`src/rtl/pairdot_pkg.sv`:
```
package pairdot_pkg;

  typedef struct packed {
    logic clearAll;
    logic capture;
    logic addProd;
    logic combine;
  } dpStrobe_t;

  typedef enum logic [1:0] {
    ST_IDLE,
    ST_RUN,
    ST_DRAIN,
    ST_COMB
  } ctrlState_t;

endpackage

```
`src/rtl/pairdot_ctrl.sv`:
```
module pairdot_ctrl
  import pairdot_pkg::*;
#(
  parameter int CNT_W = 16
) (
  input  logic             clk,
  input  logic             rstN,
  input  logic             startPulse,
  input  logic [CNT_W-1:0] pairCount,
  input  logic             extMode,
  input  logic             inValid,
  output logic             inReady,
  output logic             done,
  output logic             satMode,
  output dpStrobe_t        strobe
);

  ctrlState_t       state;
  logic [CNT_W-1:0] pairsLeft;
  logic             addQ;
  logic             doneQ;
  logic             modeQ;
  logic             startTake;
  logic             beatTake;

  assign startTake = (state == ST_IDLE) && startPulse;
  assign beatTake  = (state == ST_RUN) && inValid;

  always_ff @(posedge clk or negedge rstN) begin
    if (!rstN) begin
      state     <= ST_IDLE;
      pairsLeft <= '0;
      addQ      <= 1'b0;
      doneQ     <= 1'b0;
      modeQ     <= 1'b0;
    end else begin
      addQ  <= beatTake;
      doneQ <= (state == ST_COMB);
      case (state)
        ST_IDLE: begin
          if (startPulse) begin
            modeQ     <= extMode;
            pairsLeft <= pairCount;
            state     <= (pairCount == '0) ? ST_DRAIN : ST_RUN;
          end
        end
        ST_RUN: begin
          if (inValid) begin
            pairsLeft <= pairsLeft - 1'b1;
            if (pairsLeft == CNT_W'(1)) state <= ST_DRAIN;
          end
        end
        ST_DRAIN: state <= ST_COMB;
        ST_COMB:  state <= ST_IDLE;
        default:  state <= ST_IDLE;
      endcase
    end
  end

  assign inReady         = (state == ST_RUN);
  assign done            = doneQ;
  assign satMode         = modeQ;
  assign strobe.clearAll = startTake;
  assign strobe.capture  = beatTake;
  assign strobe.addProd  = addQ;
  assign strobe.combine  = (state == ST_COMB);

endmodule

```
`src/rtl/pairdot_dp.sv`:
```
module pairdot_dp
  import pairdot_pkg::*;
#(
  parameter int HALF_W = 16,
  parameter int ACC_W  = 40
) (
  input  logic                clk,
  input  logic                rstN,
  input  dpStrobe_t           strobe,
  input  logic                satMode,
  input  logic [2*HALF_W-1:0] coefWord,
  input  logic [2*HALF_W-1:0] dataWord,
  output logic [ACC_W-1:0]    resultWide
);

  localparam int PROD_W  = 2 * HALF_W;
  localparam int LANES   = 2;
  localparam int EXT_PAD = ACC_W - PROD_W;
  localparam logic [ACC_W:0] SAT_HI = {2'b00, {(ACC_W-1){1'b1}}};
  localparam logic [ACC_W:0] SAT_LO = {2'b11, {(ACC_W-1){1'b0}}};

  function automatic logic [ACC_W-1:0] widen(input logic [PROD_W-1:0] v);
    return {{EXT_PAD{v[PROD_W-1]}}, v};
  endfunction

  function automatic logic [ACC_W-1:0] clampSum(input logic [ACC_W-1:0] a,
                                                input logic [ACC_W-1:0] b);
    logic [ACC_W:0] s;
    s = {a[ACC_W-1], a} + {b[ACC_W-1], b};
    if ($signed(s) > $signed(SAT_HI))      return SAT_HI[ACC_W-1:0];
    else if ($signed(s) < $signed(SAT_LO)) return SAT_LO[ACC_W-1:0];
    else                                   return s[ACC_W-1:0];
  endfunction

  function automatic logic [ACC_W-1:0] wrapSum(input logic [ACC_W-1:0] a,
                                               input logic [ACC_W-1:0] b);
    logic [PROD_W-1:0] s;
    s = a[PROD_W-1:0] + b[PROD_W-1:0];
    return widen(s);
  endfunction

  function automatic logic [ACC_W-1:0] stepSum(input logic [ACC_W-1:0] a,
                                               input logic [ACC_W-1:0] b,
                                               input logic sat);
    return sat ? clampSum(a, b) : wrapSum(a, b);
  endfunction

  genvar lane;
  generate
    for (lane = 0; lane < LANES; lane++) begin : gLane
      logic signed [HALF_W-1:0] coefH;
      logic signed [HALF_W-1:0] dataH;
      logic signed [PROD_W-1:0] prodNext;
      logic        [PROD_W-1:0] prodQ;
      logic        [ACC_W-1:0]  accQ;

      assign coefH    = coefWord[lane*HALF_W +: HALF_W];
      assign dataH    = dataWord[lane*HALF_W +: HALF_W];
      assign prodNext = coefH * dataH;

      always_ff @(posedge clk or negedge rstN) begin
        if (!rstN) begin
          prodQ <= '0;
          accQ  <= '0;
        end else begin
          if (strobe.capture) prodQ <= prodNext;
          if (strobe.clearAll)     accQ <= '0;
          else if (strobe.addProd) accQ <= stepSum(accQ, widen(prodQ), satMode);
        end
      end
    end
  endgenerate

  logic [ACC_W-1:0] resultQ;

  always_ff @(posedge clk or negedge rstN) begin
    if (!rstN) resultQ <= '0;
    else if (strobe.combine)
      resultQ <= stepSum(gLane[0].accQ, gLane[1].accQ, satMode);
  end

  assign resultWide = resultQ;

endmodule

```
`src/rtl/pairdot_engine.sv`:
```
module pairdot_engine
  import pairdot_pkg::*;
#(
  parameter int HALF_W = 16,
  parameter int CNT_W  = 16,
  parameter int ACC_W  = 40
) (
  input  logic                clk,
  input  logic                rstN,
  input  logic                startPulse,
  input  logic [CNT_W-1:0]    pairCount,
  input  logic                extMode,
  input  logic [2*HALF_W-1:0] coefWord,
  input  logic [2*HALF_W-1:0] dataWord,
  input  logic                inValid,
  output logic                inReady,
  output logic                done,
  output logic [HALF_W-1:0]   resultHalf,
  output logic [ACC_W-1:0]    resultWide
);

  dpStrobe_t strobeBus;
  logic      satMode;

  pairdot_ctrl #(.CNT_W(CNT_W)) uCtrl (
    .clk        (clk),
    .rstN       (rstN),
    .startPulse (startPulse),
    .pairCount  (pairCount),
    .extMode    (extMode),
    .inValid    (inValid),
    .inReady    (inReady),
    .done       (done),
    .satMode    (satMode),
    .strobe     (strobeBus)
  );

  pairdot_dp #(.HALF_W(HALF_W), .ACC_W(ACC_W)) uDp (
    .clk        (clk),
    .rstN       (rstN),
    .strobe     (strobeBus),
    .satMode    (satMode),
    .coefWord   (coefWord),
    .dataWord   (dataWord),
    .resultWide (resultWide)
  );

  assign resultHalf = resultWide[HALF_W-1:0];

endmodule

```
`config.mk`:
```
export PLATFORM = sky130hd
export DESIGN_NAME = pairdot_engine
export DESIGN_NICKNAME = d
export VERILOG_FILES = /design/src/rtl/pairdot_pkg.sv /design/src/rtl/pairdot_ctrl.sv /design/src/rtl/pairdot_dp.sv /design/src/rtl/pairdot_engine.sv
export SDC_FILE = /design/constraint.sdc
export NUM_CORES = 2
export LEC_CHECK = 0
export BUFFER_PORTS_ARGS = -buffer_cell sky130_fd_sc_hd__clkbuf_2
export CAP_MARGIN = 40
export CORE_ASPECT_RATIO = 0.9
export CORE_MARGIN = 1
export CORE_UTILIZATION = 48
export DETAILED_ROUTE_END_ITERATION = 8
export PLACE_DENSITY_LB_ADDON = 0.25
export SYNTH_ARGS = -nofsm -noshare
export SYNTH_HDL_FRONTEND = slang
export SYNTH_SLANG_ARGS = --single-unit
```
`constraint.sdc`:
```
create_clock -name clk -period 3.9 [get_ports clk]
set_input_delay 0.78 -clock clk [delete_from_list [all_inputs] [get_ports clk]]
set_output_delay 0.78 -clock clk [all_outputs]
set_load 0.05 [all_outputs]
```
Yosys cells after proc, flatten, opt, wreduce, memory -nomap -nowiden
Cells that the tools add are included.
{ "word_totals": {"inputBits": 85, "reg_bits": 205} }
{ "op_classes": {"mul": 2, "n_addsub": 7, "n_lt_le_gt_ge": 6, "n_eq_ne": 7, "n_mux": 21, "n_reduce_logical": 9} }
{ "op_table": {"columns": ["op", "count"], "rows": [
  ["two-way mux 40 bit", 13],
  ["greater-than comparator 41 x 40 -> 1 bit, second input constant", 3],
  ["less-than comparator 41 x 40 -> 1 bit, second input constant", 3],
  ["adder 32 bit", 3],
  ["adder 40 x 32 -> 41 bit", 2],
  ["multiplier 16 x 16 -> 32 bit", 2],
  ["adder 40 x 40 -> 41 bit", 1],
  ["two-way mux 16 bit", 2],
  ["one-hot mux 16 bit (2 select lines)", 1],
  ["== test 16 x 1 -> 1 bit, second input constant", 1],
  ["zero test 16 bit", 1],
  ["subtractor 16 x 1 -> 16 bit, second input constant", 1],
  ["two-way mux 2 bit", 4],
  ["one-hot mux 2 bit (4 select lines)", 1],
  ["AND reduction 3 bit", 2],
  ["== test 2 bit, second input constant", 2],
  ["!= test 2 bit, second input constant", 2],
  ["nonzero test 2 bit", 2],
  ["== test 2 x 1 -> 1 bit, second input constant", 1],
  ["logical AND 1 bit", 2],
  ["zero test 2 bit", 1],
  ["!= test 2 x 1 -> 1 bit, second input constant", 1],
  ["AND reduction 2 bit", 1]
]} }

Depth between registers and ports, before layout
{ "logic_depth": {"word_depth": 7, "ltp_mapped": 25, "mapped_depth_nobuf": 23} }

Modules after synthesis
Synthesis repeated with hierarchy kept, for this count alone.
{ "hier_totals": {"cells_unflattened": 3853, "area_unflattened_um2": 34624.5} }
{ "by_module_without_submodules": {"columns": ["mod", "area_per_inst_um2", "instances", "seq_area_each_um2", "cells_each"], "rows": [
  ["pairdot_dp", 33085.5, 1, 4604.4, 3680],
  ["pairdot_ctrl", 1418.9, 1, 525.5, 157],
  ["pairdot_engine", 120.1, 1, 0.0, 16]
]} }

Least setup slack after synthesis
No wires, ideal clock.
{ "synth_path": {"kind": "input -> register", "start": "in coefWord[15]", "end": "reg uDp.gLane[0].prodQ[31]", "path_slack_ps": -2818, "path_stages": 21, "arrival_time_ps": 6585, "t_required_ps": 3767, "n_path_buf": 1, "path_cell_list": "clkbuf_1 -> nand2_1 -> inv_1 -> fa_1 -> fa_1 -> fa_1 -> fa_1 -> fa_1 -> inv_1 -> fa_1 -> inv_1 -> ha_1 -> a21o_1 -> a21o_1 -> a21oi_1 -> o21ai_0 -> o41ai_1 -> o2111ai_1 -> a21oi_1 -> xnor2_1 -> o21ai_0"} }
{ "synth_between": {"elab_chain_len": 1} }
{ "synth_lines": {"columns": ["element", "line_no", "source"], "rows": [
  ["from (decl)", "pairdot_engine.sv:13", "input logic [2*HALF_W-1:0] coefWord,"],
  ["multiplier 16 x 16 -> 32 bit", "pairdot_dp.sv:59", "assign prodNext = coefH * dataH;"],
  ["to (signal assigned)", "pairdot_dp.sv:66", "if (strobe.capture) prodQ <= prodNext;"],
  ["to (decl)", "pairdot_dp.sv:54", "logic [PROD_W-1:0] prodQ;"]
]} }
No other way between the ends.
A chain may end at the register's enable or synchronous reset.

Final worst setup path
{ "layout_path": {"start": "in coefWord[5]", "end": "reg uDp.gLane[0].prodQ[27]"} }
The elaborated chain is that of the path after synthesis.

==> results.md <==
- The post-synthesis cell type count is 97.
- The leading area contributor after synthesis is sky130_fd_sc_hd__fa_1.
- In this run the critical register-to-register path is launched from uDp.gLane[1].accQ[0].
- Dividing the final minimum period by the clock period gives 150%.
- The number of max-capacitance violations reported is 0.
- The clock-pin slew reported for the worst setup and hold paths after clock tree synthesis is 0.05 ns.
- Across all register-to-register paths, the minimum setup slack is 0.18 ns.
- The net count of the mapped netlist is 4840.
- For this run, the share of the core covered by cells in the final layout is 59.1%.
- The number of failing hold endpoints at the final stage is 0.
- STA classifies the critical path endpoint as a flop.
- The synthesized design devotes to its leading area cell type 30.3% of total area.
- The commonest non-fill, non-tap cell in the layout is sky130_fd_sc_hd__inv_1.
- In this run the standard cell core region covers 71700 um^2.
- The largest driver fanout on the critical path is 6.
- The final reports fail on negative setup slack.
- The total length of routed wires is 90500 um.
- After detailed routing, the average wire length per cell comes to 17.0 um.
- The synthesis-to-finish area growth is 21.6%.
- The final-report setup violation count is 52.
- Counting flops with an async set or reset pin after synthesis yields a share of 100%.
- Once the floorplan was initialized, standard cells occupied 48.6% of the core.
- The worst min-delay path class is input pin to async pin.
- After legalization and detailed placement, the total HPWL measured 75300 um.
- TritonCTS built the clock tree.
- After synthesis the netlist holds a flip-flop and latch count of 205.
- The cell sitting at the root of the clock tree is a sky130_fd_sc_hd__clkbuf_16.
- The worst hold-check slack is 0.240 ns.
- The number of antenna violations at the first check in global routing is 0.
- The worst slew slack as a fraction of its limit is 40.0%.
- The cell row count is 93.
- The diode insertion count for antenna repair is 0.
- Pin placement for this block handled 143 I/O pins.
- The number of nets with antenna violations after detailed routing is 0.
- The worst-skew pair later-pin latency is 0.54 ns.
- The number of max-slew violations in the final report is 0.
- The largest net degree at the start of global routing is 84.
- The worst clock skew is 0.0101 ns.
- The cell count after synthesis is 3938.
- The critical path in this run is classified as input pin to flop.
- The number of synthesized flops with an enable pin is 0.
- For the worst setup path, the data arrival time is 6.23 ns.
- The die is 258 um tall.
- The first-pass iteration count of the detailed router is 6.
- The synthesized area per cell is 8.85 um^2.
- In the routed design, unresolved DRC markers number 0.
- The kind of launch point of the worst setup path is an input pin.
- The library cells used most frequently in the layout, excluding fill and tap cells, are 567 x sky130_fd_sc_hd__inv_1, 494 x sky130_fd_sc_hd__fa_1, 435 x sky130_fd_sc_hd__nand2_1.
- The initial DRC count is 2032.
- The primary flip-flop cell chosen by synthesis mapping is sky130_fd_sc_hd__dfrtp_1.
- The die width is 286 um.
- The clock passes through at most 3 buffers.
- The end of the worst register-to-register path is uDp.gLane[1].accQ[4].
- The floorplan step defined a die boundary enclosing 73700 um^2.
- Based on the critical path, the design can be clocked at up to 171 MHz.
- The via count of the first global-routing pass is 28900.
- The time the final worst path needs with I/O delays and setup is 5.85 ns.
- The H-tree depth reported by CTS is 1.
- For this run the aggregate overflow at the end of global routing stands at 0.
- At the pin with the least slew margin, the transition time is 0.899 ns.
- The routed layout has 28500 vias.
- The flow ran to the end, but the final reports show violations.
- Setup repair after global routing could not meet its margin everywhere.
- The depth of the most critical reg-to-reg path is 14.
- Sorting the synthesized cells by area gives the leading types as sky130_fd_sc_hd__fa_1 30%, sky130_fd_sc_hd__dfrtp_1 15%, sky130_fd_sc_hd__ha_1 10%.
- Fill cells in the final layout number 6370.
- Of the cells placed in the final design, the portion with a size suffix greater than 1 is 22.5%.
- The cell area that synthesis handed to floorplanning was 34800 um^2.
- The final RePlAce weighted congestion is 0.970.
- The count of input and output buffers is 142.
- The share of the Yosys chip area taken by registers is 14.7%.
- In the global route stage, overall resource usage came out at 24.9%.
- Counting the buffers created by CTS gives 25.
- Dividing the detail-routed via count by the number of cells gives 5.36.
- For this run, the post-layout net count is 5254.
- The number of synthesis warnings is 0.
- The post-route worst setup slack is -1.95 ns.
- The data required time of the critical path is 4.28 ns.
- Clock tree synthesis found a total of 205 sinks.
- The wire length of the first global-routing pass is 150000 um.
flip-flops by register name, indices dropped and copies added, names as in the netlist:
register,count
uDp.gLane.accQ,80
uDp.gLane.prodQ,64
uDp.resultWide,40
uCtrl.pairsLeft,16
uCtrl.state,2
uCtrl.addQ,1
uCtrl.done,1
uCtrl.satMode,1
critical path, cell delays in order:
cell and delay [ns]:
sky130_fd_sc_hd__clkbuf_16 0.13, sky130_fd_sc_hd__buf_8 0.13, sky130_fd_sc_hd__and2_4 0.14, sky130_fd_sc_hd__fa_1 0.54, sky130_fd_sc_hd__inv_2 0.04, sky130_fd_sc_hd__fa_2 0.53
sky130_fd_sc_hd__fa_1 0.42, sky130_fd_sc_hd__fa_1 0.50, sky130_fd_sc_hd__inv_1 0.05, sky130_fd_sc_hd__fa_1 0.47, sky130_fd_sc_hd__inv_1 0.04, sky130_fd_sc_hd__fa_1 0.49
sky130_fd_sc_hd__inv_2 0.05, sky130_fd_sc_hd__ha_4 0.28, sky130_fd_sc_hd__and2_4 0.16, sky130_fd_sc_hd__nand3_2 0.08, sky130_fd_sc_hd__o211a_4 0.29, sky130_fd_sc_hd__a211oi_4 0.39
sky130_fd_sc_hd__o41ai_4 0.11, sky130_fd_sc_hd__buf_4 0.15, sky130_fd_sc_hd__buf_4 0.12, sky130_fd_sc_hd__buf_4 0.13, sky130_fd_sc_hd__xnor2_2 0.13, sky130_fd_sc_hd__o21ai_0 0.08
logic make-up after synthesis:
kind of cell / after synthesis / synth area share, %
flops: 205 / 14.7
buf+inv: 807 / 9.14
xor+xnor: 164 / 4.18
fa+ha+maj: 818 / 40.7
mux: 3 / 0.0934
compound gates: 814 / 15.5
simple gates: 1127 / 15.6
final cells by class:
class	instances	area (um^2)	area share (%)
tap	950	1190	2.81
clock inverter	9	179	0.422
inverter	634	2390	5.65
timing repair buffer	560	4730	11.2
multi-input combinational	2926	28100	66.2
clock buffer	31	678	1.60
sequential	205	5130	12.1
per-stage QoR:
step / std cells / setup TNS (ns) / cell area, um^2 / setup WS [ns]
floorplan: 3938 / -77.62 / 36000 / -2.25
global placement: 5223 / -103.68 / 39500 / -2.56
detailed placement: 5223 / -106.14 / 39500 / -2.61
CTS: 5302 / -70.42 / 41900 / -1.90
global route: 5315 / -82.41 / 42400 / -2.17
finish: 5315 / -72.79 / 42400 / -1.95
cells in the mapped netlist, types with 5 or more instances:
cell / number
sky130_fd_sc_hd__and4_1: 6
sky130_fd_sc_hd__inv_1: 634
sky130_fd_sc_hd__nand3_1: 48
sky130_fd_sc_hd__nor2b_1: 16
sky130_fd_sc_hd__fa_1: 527
sky130_fd_sc_hd__and2_1: 257
sky130_fd_sc_hd__a221o_1: 67
sky130_fd_sc_hd__o21a_1: 26
sky130_fd_sc_hd__a211o_1: 6
sky130_fd_sc_hd__o211ai_1: 16
sky130_fd_sc_hd__o21ai_0: 159
sky130_fd_sc_hd__xnor2_1: 117
sky130_fd_sc_hd__or3_1: 11
sky130_fd_sc_hd__buf_6: 8
sky130_fd_sc_hd__a2111oi_0: 6
sky130_fd_sc_hd__a211oi_2: 7
sky130_fd_sc_hd__nand2b_1: 34
sky130_fd_sc_hd__clkbuf_1: 124
sky130_fd_sc_hd__and3_1: 21
sky130_fd_sc_hd__dfrtp_1: 205
sky130_fd_sc_hd__nand3b_1: 5
sky130_fd_sc_hd__o21ai_1: 13
sky130_fd_sc_hd__nand4_1: 21
sky130_fd_sc_hd__nor3_1: 35
sky130_fd_sc_hd__o21bai_1: 28
sky130_fd_sc_hd__buf_4: 19
sky130_fd_sc_hd__nand2_1: 461
sky130_fd_sc_hd__or2_2: 5
sky130_fd_sc_hd__xor2_1: 46
sky130_fd_sc_hd__o31ai_1: 14
sky130_fd_sc_hd__a32oi_1: 5
sky130_fd_sc_hd__a31oi_1: 12
sky130_fd_sc_hd__buf_2: 15
sky130_fd_sc_hd__a21o_1: 98
sky130_fd_sc_hd__a21oi_1: 260
sky130_fd_sc_hd__a211oi_1: 21
sky130_fd_sc_hd__a21boi_0: 7
sky130_fd_sc_hd__ha_1: 290
sky130_fd_sc_hd__nor2_1: 178
worst max path at each step:
stage | from | endpoint | slack (ns) | cells after the start
after floorplan | dataWord[6] | uDp.gLane[0].prodQ[23] | -2.25 | 23
after global placement | coefWord[28] | uDp.gLane[1].prodQ[31] | -2.56 | 22
after detailed placement | coefWord[25] | uDp.gLane[1].prodQ[31] | -2.61 | 21
after CTS | coefWord[21] | uDp.gLane[1].prodQ[30] | -1.90 | 23
after global routing | coefWord[15] | uDp.gLane[0].prodQ[27] | -2.17 | 22
final | coefWord[5] | uDp.gLane[0].prodQ[27] | -1.95 | 24
repair_timing:
item                                    in CTS  in global routing
hold buffers                                 0                  0
buffers inserted                            41                 17
pin swaps                                  166                107
endpoints found under the setup margin      52                 83
resized for setup                          295                115
cloned                                       1                  1
routing by layer:
layer	vias to the layer above	global-route usage, %	routed length (um)
li1	13600	-	-
met1	14100	36.2	42000
met2	685	40.2	41400
met3	134	2.41	4760
met4	0	5.99	2350
met5	-	0	0
Power is left out: the tool's default activity adds up to more than one toggle a clock period on the data nets, which glitch-free logic cannot reach.
